<file path="config.mk">
export PLATFORM = sky130hd
export DESIGN_NAME = bcd_calendar_counter
export DESIGN_NICKNAME = d
export VERILOG_FILES = /design/src/rtl/cal_pkg.sv /design/src/rtl/cal_bcd_step.sv /design/src/rtl/cal_hour_step.sv /design/src/rtl/cal_month_len.sv /design/src/rtl/cal_fsm.sv /design/src/rtl/bcd_calendar_counter.sv
export SDC_FILE = /design/constraint.sdc
export NUM_CORES = 1
export LEC_CHECK = 0
export ABC_AREA = 1
export BUFFER_PORTS_ARGS = -buffer_cell sky130_fd_sc_hd__buf_2
export CAP_MARGIN = 20
export CORE_MARGIN = 2
export CORE_UTILIZATION = 51
export CTS_CLUSTER_DIAMETER = 120
export CTS_CLUSTER_SIZE = 30
export DETAILED_ROUTE_END_ITERATION = 7
export GPL_ROUTABILITY_DRIVEN = 1
export GPL_TIMING_DRIVEN = 1
export MAX_ROUTING_LAYER = met4
export PLACE_DENSITY = 0.82
export SLEW_MARGIN = 15
export SYNTH_ARGS = -nofsm -noshare
export SYNTH_HDL_FRONTEND = slang
export SYNTH_SLANG_ARGS = --single-unit
</file>
<file path="constraint.sdc">
create_clock -name clk -period 2.8 [get_ports clk]
set_input_delay 0.56 -clock clk [delete_from_list [all_inputs] [get_ports clk]]
set_output_delay 0.56 -clock clk [all_outputs]
set_load 0.03 [all_outputs]
</file>
<file path="src/rtl/cal_pkg.sv">
package cal_pkg;

    localparam int NREG  = 8;
    localparam int BW    = 8;
    localparam int BUS_W = NREG * BW;

    localparam int R_HUND = 0;
    localparam int R_SEC  = 1;
    localparam int R_MIN  = 2;
    localparam int R_HOUR = 3;
    localparam int R_DAY  = 4;
    localparam int R_DATE = 5;
    localparam int R_MON  = 6;
    localparam int R_YEAR = 7;

    localparam int HR_MODE_BIT   = 7;
    localparam int HR_PM_BIT     = 5;
    localparam int DAY_STOP_BIT  = 5;
    localparam int DAY_RSTEN_BIT = 4;
    localparam int DAY_FIELD_W   = 3;

    typedef enum logic [2:0] {
        ST_IDLE,
        ST_SEC,
        ST_MIN,
        ST_HOUR,
        ST_DATE,
        ST_MONTH,
        ST_YEAR
    } seq_state_t;

    // bits that hold information in each register
    function automatic logic [BW-1:0] reg_mask(input int idx);
        case (idx)
            R_SEC, R_MIN: return 8'h7F;
            R_HOUR:       return 8'hBF;
            R_DAY:        return 8'h37;
            R_DATE:       return 8'h3F;
            R_MON:        return 8'h1F;
            default:      return 8'hFF;
        endcase
    endfunction

    function automatic logic [BUS_W-1:0] bus_mask();
        logic [BUS_W-1:0] m;
        for (int i = 0; i < NREG; i++) begin
            m[i*BW +: BW] = reg_mask(i);
        end
        return m;
    endfunction

    // largest legal code of a fixed-range register
    function automatic logic [BW-1:0] field_max(input int idx);
        case (idx)
            R_SEC, R_MIN: return 8'h59;
            R_DAY:        return 8'h07;
            R_MON:        return 8'h12;
            default:      return 8'h99;
        endcase
    endfunction

    function automatic logic [BW-1:0] field_min(input int idx);
        case (idx)
            R_DAY, R_MON, R_DATE: return 8'h01;
            default:              return 8'h00;
        endcase
    endfunction

    localparam logic [BUS_W-1:0] RESET_IMAGE = {8'h00, 8'h01, 8'h01, 8'h31, 32'h0000_0000};

endpackage

</file>
<file path="src/rtl/cal_bcd_step.sv">
module cal_bcd_step #(
    parameter int W = 8
) (
    input  logic [W-1:0] val_i,
    input  logic [W-1:0] max_i,
    input  logic [W-1:0] min_i,
    output logic [W-1:0] val_o,
    output logic         wrap_o
);
    localparam int LO = 4;

    always_comb begin
        wrap_o = 1'b0;
        val_o  = val_i;
        if (val_i >= max_i) begin
            // at or past the top code, including illegal BCD: restart
            val_o  = min_i;
            wrap_o = 1'b1;
        end else if (val_i[LO-1:0] >= 4'd9) begin
            val_o = {val_i[W-1:LO] + 1'b1, {LO{1'b0}}};
        end else begin
            val_o = {val_i[W-1:LO], val_i[LO-1:0] + 1'b1};
        end
    end
endmodule

</file>
<file path="src/rtl/cal_hour_step.sv">
module cal_hour_step
    import cal_pkg::*;
(
    input  logic [BW-1:0] hr_i,
    output logic [BW-1:0] hr_o,
    output logic          carry_o
);
    logic          mode12;
    logic          pm;
    logic [BW-1:0] f24_in, f24_out;
    logic [BW-1:0] f12_in, f12_out;
    logic          w24, w12;
    logic          spare_unused;

    assign mode12 = hr_i[HR_MODE_BIT];
    assign pm     = hr_i[HR_PM_BIT];
    assign f24_in = {2'b00, hr_i[5:0]};
    assign f12_in = {3'b000, hr_i[4:0]};

    cal_bcd_step #(.W(BW)) u_h24 (
        .val_i (f24_in),
        .max_i (8'h23),
        .min_i (8'h00),
        .val_o (f24_out),
        .wrap_o(w24)
    );

    cal_bcd_step #(.W(BW)) u_h12 (
        .val_i (f12_in),
        .max_i (8'h12),
        .min_i (8'h01),
        .val_o (f12_out),
        .wrap_o(w12)
    );

    assign spare_unused = ^{hr_i[6], f12_out[7:5], f24_out[7:6], w12};

    always_comb begin
        if (mode12) begin
            if (f12_in == 8'h11) begin
                hr_o    = {1'b1, 1'b0, ~pm, 5'h12};
                carry_o = pm;
            end else begin
                hr_o    = {1'b1, 1'b0, pm, f12_out[4:0]};
                carry_o = 1'b0;
            end
        end else begin
            hr_o    = {2'b00, f24_out[5:0]};
            carry_o = w24;
        end
    end
endmodule

</file>
<file path="src/rtl/cal_month_len.sv">
module cal_month_len
    import cal_pkg::*;
(
    input  logic [BW-1:0] mon_i,
    input  logic [BW-1:0] yr_i,
    output logic [BW-1:0] last_date_o
);
    logic leap;
    logic spare_unused;

    // BCD year divisible by four: even tens need units 0/4/8, odd tens need 2/6
    assign leap = yr_i[4] ? (yr_i[1:0] == 2'b10) : (yr_i[1:0] == 2'b00);
    assign spare_unused = ^{yr_i[7:5], yr_i[3:2]};

    always_comb begin
        case (mon_i)
            8'h02:                      last_date_o = leap ? 8'h29 : 8'h28;
            8'h04, 8'h06, 8'h09, 8'h11: last_date_o = 8'h30;
            default:                    last_date_o = 8'h31;
        endcase
    end
endmodule

</file>
<file path="src/rtl/cal_fsm.sv">
module cal_fsm
    import cal_pkg::*;
(
    input  logic clk,
    input  logic rst_n,
    input  logic tick_ok,
    input  logic load_en,
    input  logic carry_cur,
    output logic step_hund,
    output logic step_sec,
    output logic step_min,
    output logic step_hour,
    output logic step_cal,
    output logic step_mon,
    output logic step_year,
    output logic idle
);
    seq_state_t state, state_d;

    always_ff @(posedge clk) begin
        if (!rst_n) begin
            state <= ST_IDLE;
        end else begin
            state <= state_d;
        end
    end

    always_comb begin
        state_d = state;
        unique case (state)
            ST_IDLE:  state_d = (tick_ok && carry_cur) ? ST_SEC : ST_IDLE;
            ST_SEC:   state_d = carry_cur ? ST_MIN   : ST_IDLE;
            ST_MIN:   state_d = carry_cur ? ST_HOUR  : ST_IDLE;
            ST_HOUR:  state_d = carry_cur ? ST_DATE  : ST_IDLE;
            ST_DATE:  state_d = carry_cur ? ST_MONTH : ST_IDLE;
            ST_MONTH: state_d = carry_cur ? ST_YEAR  : ST_IDLE;
            ST_YEAR:  state_d = ST_IDLE;
            default:  state_d = ST_IDLE;
        endcase
        if (load_en) begin
            state_d = ST_IDLE;
        end
    end

    always_comb begin
        step_hund = 1'b0;
        step_sec  = 1'b0;
        step_min  = 1'b0;
        step_hour = 1'b0;
        step_cal  = 1'b0;
        step_mon  = 1'b0;
        step_year = 1'b0;
        idle      = (state == ST_IDLE);
        if (!load_en) begin
            unique case (state)
                ST_IDLE:  step_hund = tick_ok;
                ST_SEC:   step_sec  = 1'b1;
                ST_MIN:   step_min  = 1'b1;
                ST_HOUR:  step_hour = 1'b1;
                ST_DATE:  step_cal  = 1'b1;
                ST_MONTH: step_mon  = 1'b1;
                ST_YEAR:  step_year = 1'b1;
                default:  step_hund = 1'b0;
            endcase
        end
    end
endmodule

</file>
<file path="src/rtl/bcd_calendar_counter.sv">
module bcd_calendar_counter
    import cal_pkg::*;
(
    input  logic             clk,
    input  logic             rst_n,
    input  logic             tick,
    input  logic             load_en,
    input  logic [BUS_W-1:0] load_data,
    output logic [BUS_W-1:0] rd_data,
    output logic             osc_stopped,
    output logic             reset_armed
);
    logic [NREG-1:0][BW-1:0] regs_q;
    logic [NREG-1:0][BW-1:0] step_v;
    logic [NREG-1:0]         wrap_v;
    logic tick_ok, carry_cur, seq_idle;
    logic step_hund, step_sec, step_min, step_hour, step_cal, step_mon, step_year;
    logic spare_unused;

    assign osc_stopped = regs_q[R_DAY][DAY_STOP_BIT];
    assign reset_armed = regs_q[R_DAY][DAY_RSTEN_BIT];
    assign tick_ok     = tick & ~osc_stopped;
    assign rd_data     = regs_q;

    for (genvar g = 0; g < NREG; g++) begin : g_stage
        if (g == R_HOUR) begin : g_hour
            cal_hour_step u_hour (
                .hr_i   (regs_q[g]),
                .hr_o   (step_v[g]),
                .carry_o(wrap_v[g])
            );
        end else if (g == R_DAY) begin : g_day
            logic [BW-1:0] day_in, day_out;
            logic          day_wrap_unused;
            logic          day_spare_unused;
            assign day_in = {{(BW-DAY_FIELD_W){1'b0}}, regs_q[g][DAY_FIELD_W-1:0]};
            cal_bcd_step #(.W(BW)) u_day (
                .val_i (day_in),
                .max_i (field_max(g)),
                .min_i (field_min(g)),
                .val_o (day_out),
                .wrap_o(day_wrap_unused)
            );
            assign step_v[g] = {2'b00, regs_q[g][DAY_STOP_BIT], regs_q[g][DAY_RSTEN_BIT],
                                1'b0, day_out[DAY_FIELD_W-1:0]};
            assign wrap_v[g] = 1'b0;
            assign day_spare_unused = ^day_out[BW-1:DAY_FIELD_W];
        end else if (g == R_DATE) begin : g_date
            logic [BW-1:0] last_date;
            cal_month_len u_len (
                .mon_i      (regs_q[R_MON]),
                .yr_i       (regs_q[R_YEAR]),
                .last_date_o(last_date)
            );
            cal_bcd_step #(.W(BW)) u_date (
                .val_i (regs_q[g]),
                .max_i (last_date),
                .min_i (field_min(g)),
                .val_o (step_v[g]),
                .wrap_o(wrap_v[g])
            );
        end else begin : g_plain
            cal_bcd_step #(.W(BW)) u_cnt (
                .val_i (regs_q[g]),
                .max_i (field_max(g)),
                .min_i (field_min(g)),
                .val_o (step_v[g]),
                .wrap_o(wrap_v[g])
            );
        end
    end

    assign spare_unused = wrap_v[R_DAY];

    assign carry_cur = (step_hund & wrap_v[R_HUND]) | (step_sec  & wrap_v[R_SEC])
                     | (step_min  & wrap_v[R_MIN])  | (step_hour & wrap_v[R_HOUR])
                     | (step_cal  & wrap_v[R_DATE]) | (step_mon  & wrap_v[R_MON])
                     | (step_year & wrap_v[R_YEAR]);

    cal_fsm u_fsm (
        .clk      (clk),
        .rst_n    (rst_n),
        .tick_ok  (tick_ok),
        .load_en  (load_en),
        .carry_cur(carry_cur),
        .step_hund(step_hund),
        .step_sec (step_sec),
        .step_min (step_min),
        .step_hour(step_hour),
        .step_cal (step_cal),
        .step_mon (step_mon),
        .step_year(step_year),
        .idle     (seq_idle)
    );

    always_ff @(posedge clk) begin
        if (!rst_n) begin
            regs_q <= RESET_IMAGE;
        end else if (load_en) begin
            for (int i = 0; i < NREG; i++) begin
                regs_q[i] <= load_data[i*BW +: BW] & reg_mask(i);
            end
        end else begin
            if (step_hund) regs_q[R_HUND] <= step_v[R_HUND];
            if (step_sec)  regs_q[R_SEC]  <= step_v[R_SEC];
            if (step_min)  regs_q[R_MIN]  <= step_v[R_MIN];
            if (step_hour) regs_q[R_HOUR] <= step_v[R_HOUR];
            if (step_cal) begin
                regs_q[R_DAY]  <= step_v[R_DAY];
                regs_q[R_DATE] <= step_v[R_DATE];
            end
            if (step_mon)  regs_q[R_MON]  <= step_v[R_MON];
            if (step_year) regs_q[R_YEAR] <= step_v[R_YEAR];
        end
    end
endmodule

</file>
==> impl_metrics.env <==
export IMPL_yosysWarnings=0
export IMPL_start_util_pct=52.1
export IMPL_netlist_instances=686
export IMPL_worstPathArrival_ns=2.76
export IMPL_grt_max_degree=48
export IMPL_rows=34
export IMPL_yosys_top_cells_area="dfxtp_1, nand2_1, ha_1"
export IMPL_synth_compound_area_share_pct=13.1
export IMPL_period_share_pct=89.8
export IMPL_fp_dieH_um=98.0
export IMPL_insertion_delay_ns=0.34
export IMPL_wl_met1_mm=5.16
export IMPL_start_kind="flip-flop"
export IMPL_synth_area_per_cell_um2=6.56
export IMPL_wl_met2_mm=5.74
export IMPL_numCtsBuffers=9
export IMPL_routed_top_layer="met4"
export IMPL_drt_pass1_iter_count=7
export IMPL_cts_root_buf="clkbuf_8"
export IMPL_totalWireLength_mm=11.6
export IMPL_path_max_fanout=6
export IMPL_slew_headroom_pct=60.0
export IMPL_slew_viol_final=0
export IMPL_syn_cell_area_mm2=0.00450
export IMPL_n_antenna_cell=0
export IMPL_status="finished clean"
export IMPL_synthToLayoutAreaGrowth_pct=18.8
export IMPL_critPathKind="flip-flop to flip-flop"
export IMPL_power_per_cell_area_mw_per_mm2=475
export IMPL_r2r_cells=17
export IMPL_hold_class="input pin to flip-flop"
export IMPL_setup_slack_ns=0.285
export IMPL_via_per_inst=5.26
export IMPL_drc_errors=0
export IMPL_muxShareOfSynthArea_pct=0.222
export IMPL_grt_pass1_wl_mm=19.2
export IMPL_vdd_ir_drop_max_uv=322
export IMPL_worstSetupStartpoint="rd_data[48]$_SDFFE_PN1P_"
export IMPL_nNetsFinal=911
export IMPL_final_min_clock_period_ns=2.51
export IMPL_maxCapViolations=0
export IMPL_ios=134
export IMPL_rsz0062_at_grt="no"
export IMPL_synth_distinct_cells=37
export IMPL_antenna_found_initial=0
export IMPL_h_tree_depth=3
export IMPL_die_x_um=98.0
export IMPL_endpoint_kind="flip-flop"
export IMPL_rr_startpoint="rd_data[48]$_SDFFE_PN1P_"
export IMPL_hpwl_mm=8.47
export IMPL_yosysSeqAreaShare_pct=28.0
export IMPL_grt_util_all_layers_pct=24.2
export IMPL_place_ws_ns=0.181
export IMPL_total_leakage_power_nw=2.83
export IMPL_synth_ff_type="dfxtp_1"
export IMPL_grt_pass1_vias=4429
export IMPL_grt_ovfl_total=0
export IMPL_reg2reg_slack_ns=0.29
export IMPL_cts_setup_buffers=0
export IMPL_total_power_mw=2.54
export IMPL_wl_per_cell_um=12.8
export IMPL_worstSetupEndpoint="rd_data[45]$_SDFFE_PN0P_"
export IMPL_synth_edf_count=0
export IMPL_worstPathRequired_ns=3.04
export IMPL_portBuffers=118
export IMPL_synthArstFlopShare_pct=0
export IMPL_fmax_ghz=0.398
export IMPL_synth_xor_area_share_pct=3.50
export IMPL_worstReg2RegEnd="rd_data[45]$_SDFFE_PN0P_"
export IMPL_drive_above_1_share_pct=21.1
export IMPL_clockBufferDepth=2
export IMPL_setup_viol=0
export IMPL_setup_tns_ns=0
export IMPL_synthSimpleGateAreaFrac_pct=31.2
export IMPL_finClkSkew_ns=0.00805
export IMPL_ys_top_cells_by_count="nand2_1, inv_1, nor2_1"
export IMPL_coreArea_mm2=0.00864
export IMPL_drt_iter0_drc=262
export IMPL_clkSlewWorstSetupHoldPaths_ns=0.07
export IMPL_synthAdderAreaFrac_pct=12.5
export IMPL_dieArea_mm2=0.00959
export IMPL_hold_viol=0
export IMPL_n_fill_cell=807
export IMPL_ant_nets=0
export IMPL_worst_pin_slew_ns=0.599
export IMPL_yosysTopAreaCell="dfxtp_1"
export IMPL_synth_most_common_cell="nand2_1"
export IMPL_synth_top_cell_area_share_pct=28.0
export IMPL_synth_seq_cells=63
export IMPL_num_vias=4787
export IMPL_dr_wl_met3_um=589
export IMPL_cts_tree="done"
export IMPL_synth_top_family_by_area="simple AND/OR/NAND/NOR gates"
export IMPL_gp_congestion=0.901
export IMPL_cts_num_sinks=63
## worst min path at each step
stage	startpoint	end	slack, ns	cells after the start
3_3_place_gp	rd_data[47]$_SDFFE_PN0P_	rd_data[47]$_SDFFE_PN0P_	0.45	2
4_1_cts	load_data[36]	rd_data[36]$_SDFFE_PN1P_	0.42	3
3_5_place_dp	rd_data[15]$_SDFFE_PN0P_	rd_data[15]$_SDFFE_PN0P_	0.45	2
5_1_grt	load_data[31]	rd_data[31]$_SDFFE_PN0P_	0.45	3
2_1_floorplan	rd_data[15]$_SDFFE_PN0P_	rd_data[15]$_SDFFE_PN0P_	0.57	2
6_report	load_data[36]	rd_data[36]$_SDFFE_PN1P_	0.43	3
## power by group
group,internal (mW),switching [mW],total (mW),leakage (nW)
Clock,0.454,0.357,0.810,0.0985
Combinational,0.230,0.457,0.687,2.21
Sequential,0.959,0.0849,1.04,0.519
Total,1.64,0.898,2.54,2.83
## timing repair
item | CTS | global route
endpoints found under the setup margin | 0 | 9
hold buffers | 0 | 0
gates resized for setup | 0 | 6
## cell type report
class                      count  area, µm²  area share, %
clock buffer                  12        155           2.90
multi-input combinational    503       2760           51.6
sequential                    63       1260           23.6
inverter                      99        372           6.95
clock inverter                 3       42.5          0.795
timing repair buffer         122        621           11.6
tap                          108        135           2.53
## metrics by stage
step	cell area, µm²	instances	util [%]	hold slack (ns)
global placement	5130	895	59.4	0.445
floorplan	4510	689	-	0.573
finish	5350	910	62.0	0.428
global route	5350	910	62.0	0.447
CTS	5330	910	61.7	0.417
detailed placement	5130	895	59.4	0.455
## sequential cells by signal (all words and copies together) (netlist names)
name	cells
u_fsm.state	3
osc_stopped	1
rd_data	59
## cells by family (layout without fill, tap and decap cells)
kind of cell | Yosys count | count (layout)
flops | 63 | 63
mux | 1 | 1
fa+ha+maj | 45 | 45
xor+xnor | 18 | 18
buf+inv | 123 | 236
other cells | 1 | 4
simple gates | 327 | 327
compound gates | 108 | 108
## cell usage in the layout, fill, tap and decap left out, drive strengths merged, types with 2 or more instances in the layout
cell,instances
nor3,8
conb,4
inv,98
o21ai,45
a31oi,13
nand2,167
nand4,12
xnor2,4
nor2,76
clkbuf,12
xor2,14
clkinv,2
dfxtp,63
a21oi,42
ha,45
buf,122
or2,2
o211ai,2
nand3,59
nand3b,2
## per-layer routing
metal | vias to the layer above | GRT usage (%)
met1 | 2213 | 29.1
met2 | 145 | 41.4
met3 | 18 | 3.51
li1 | 2411 | -
met4 | 0 | 8.55
met5 | - | -
## worst max-delay path: stages (launching register included)
cell and delay, ns:
dfxtp_2 0.39, inv_1 0.12, ha_1 0.22, o21ai_0 0.18, o21ai_0 0.11, a32oi_1 0.22, nand2_1 0.07, o21ai_0 0.10
ha_1 0.19, nand2_1 0.05, nand2_1 0.07, nand2_1 0.05, nand2_1 0.11, nand4_1 0.21, nand2_2 0.18, nand2_1 0.06
nand2_1 0.06, nor2_1 0.04
No activity file was read; power rests on OpenSTA's default activity.
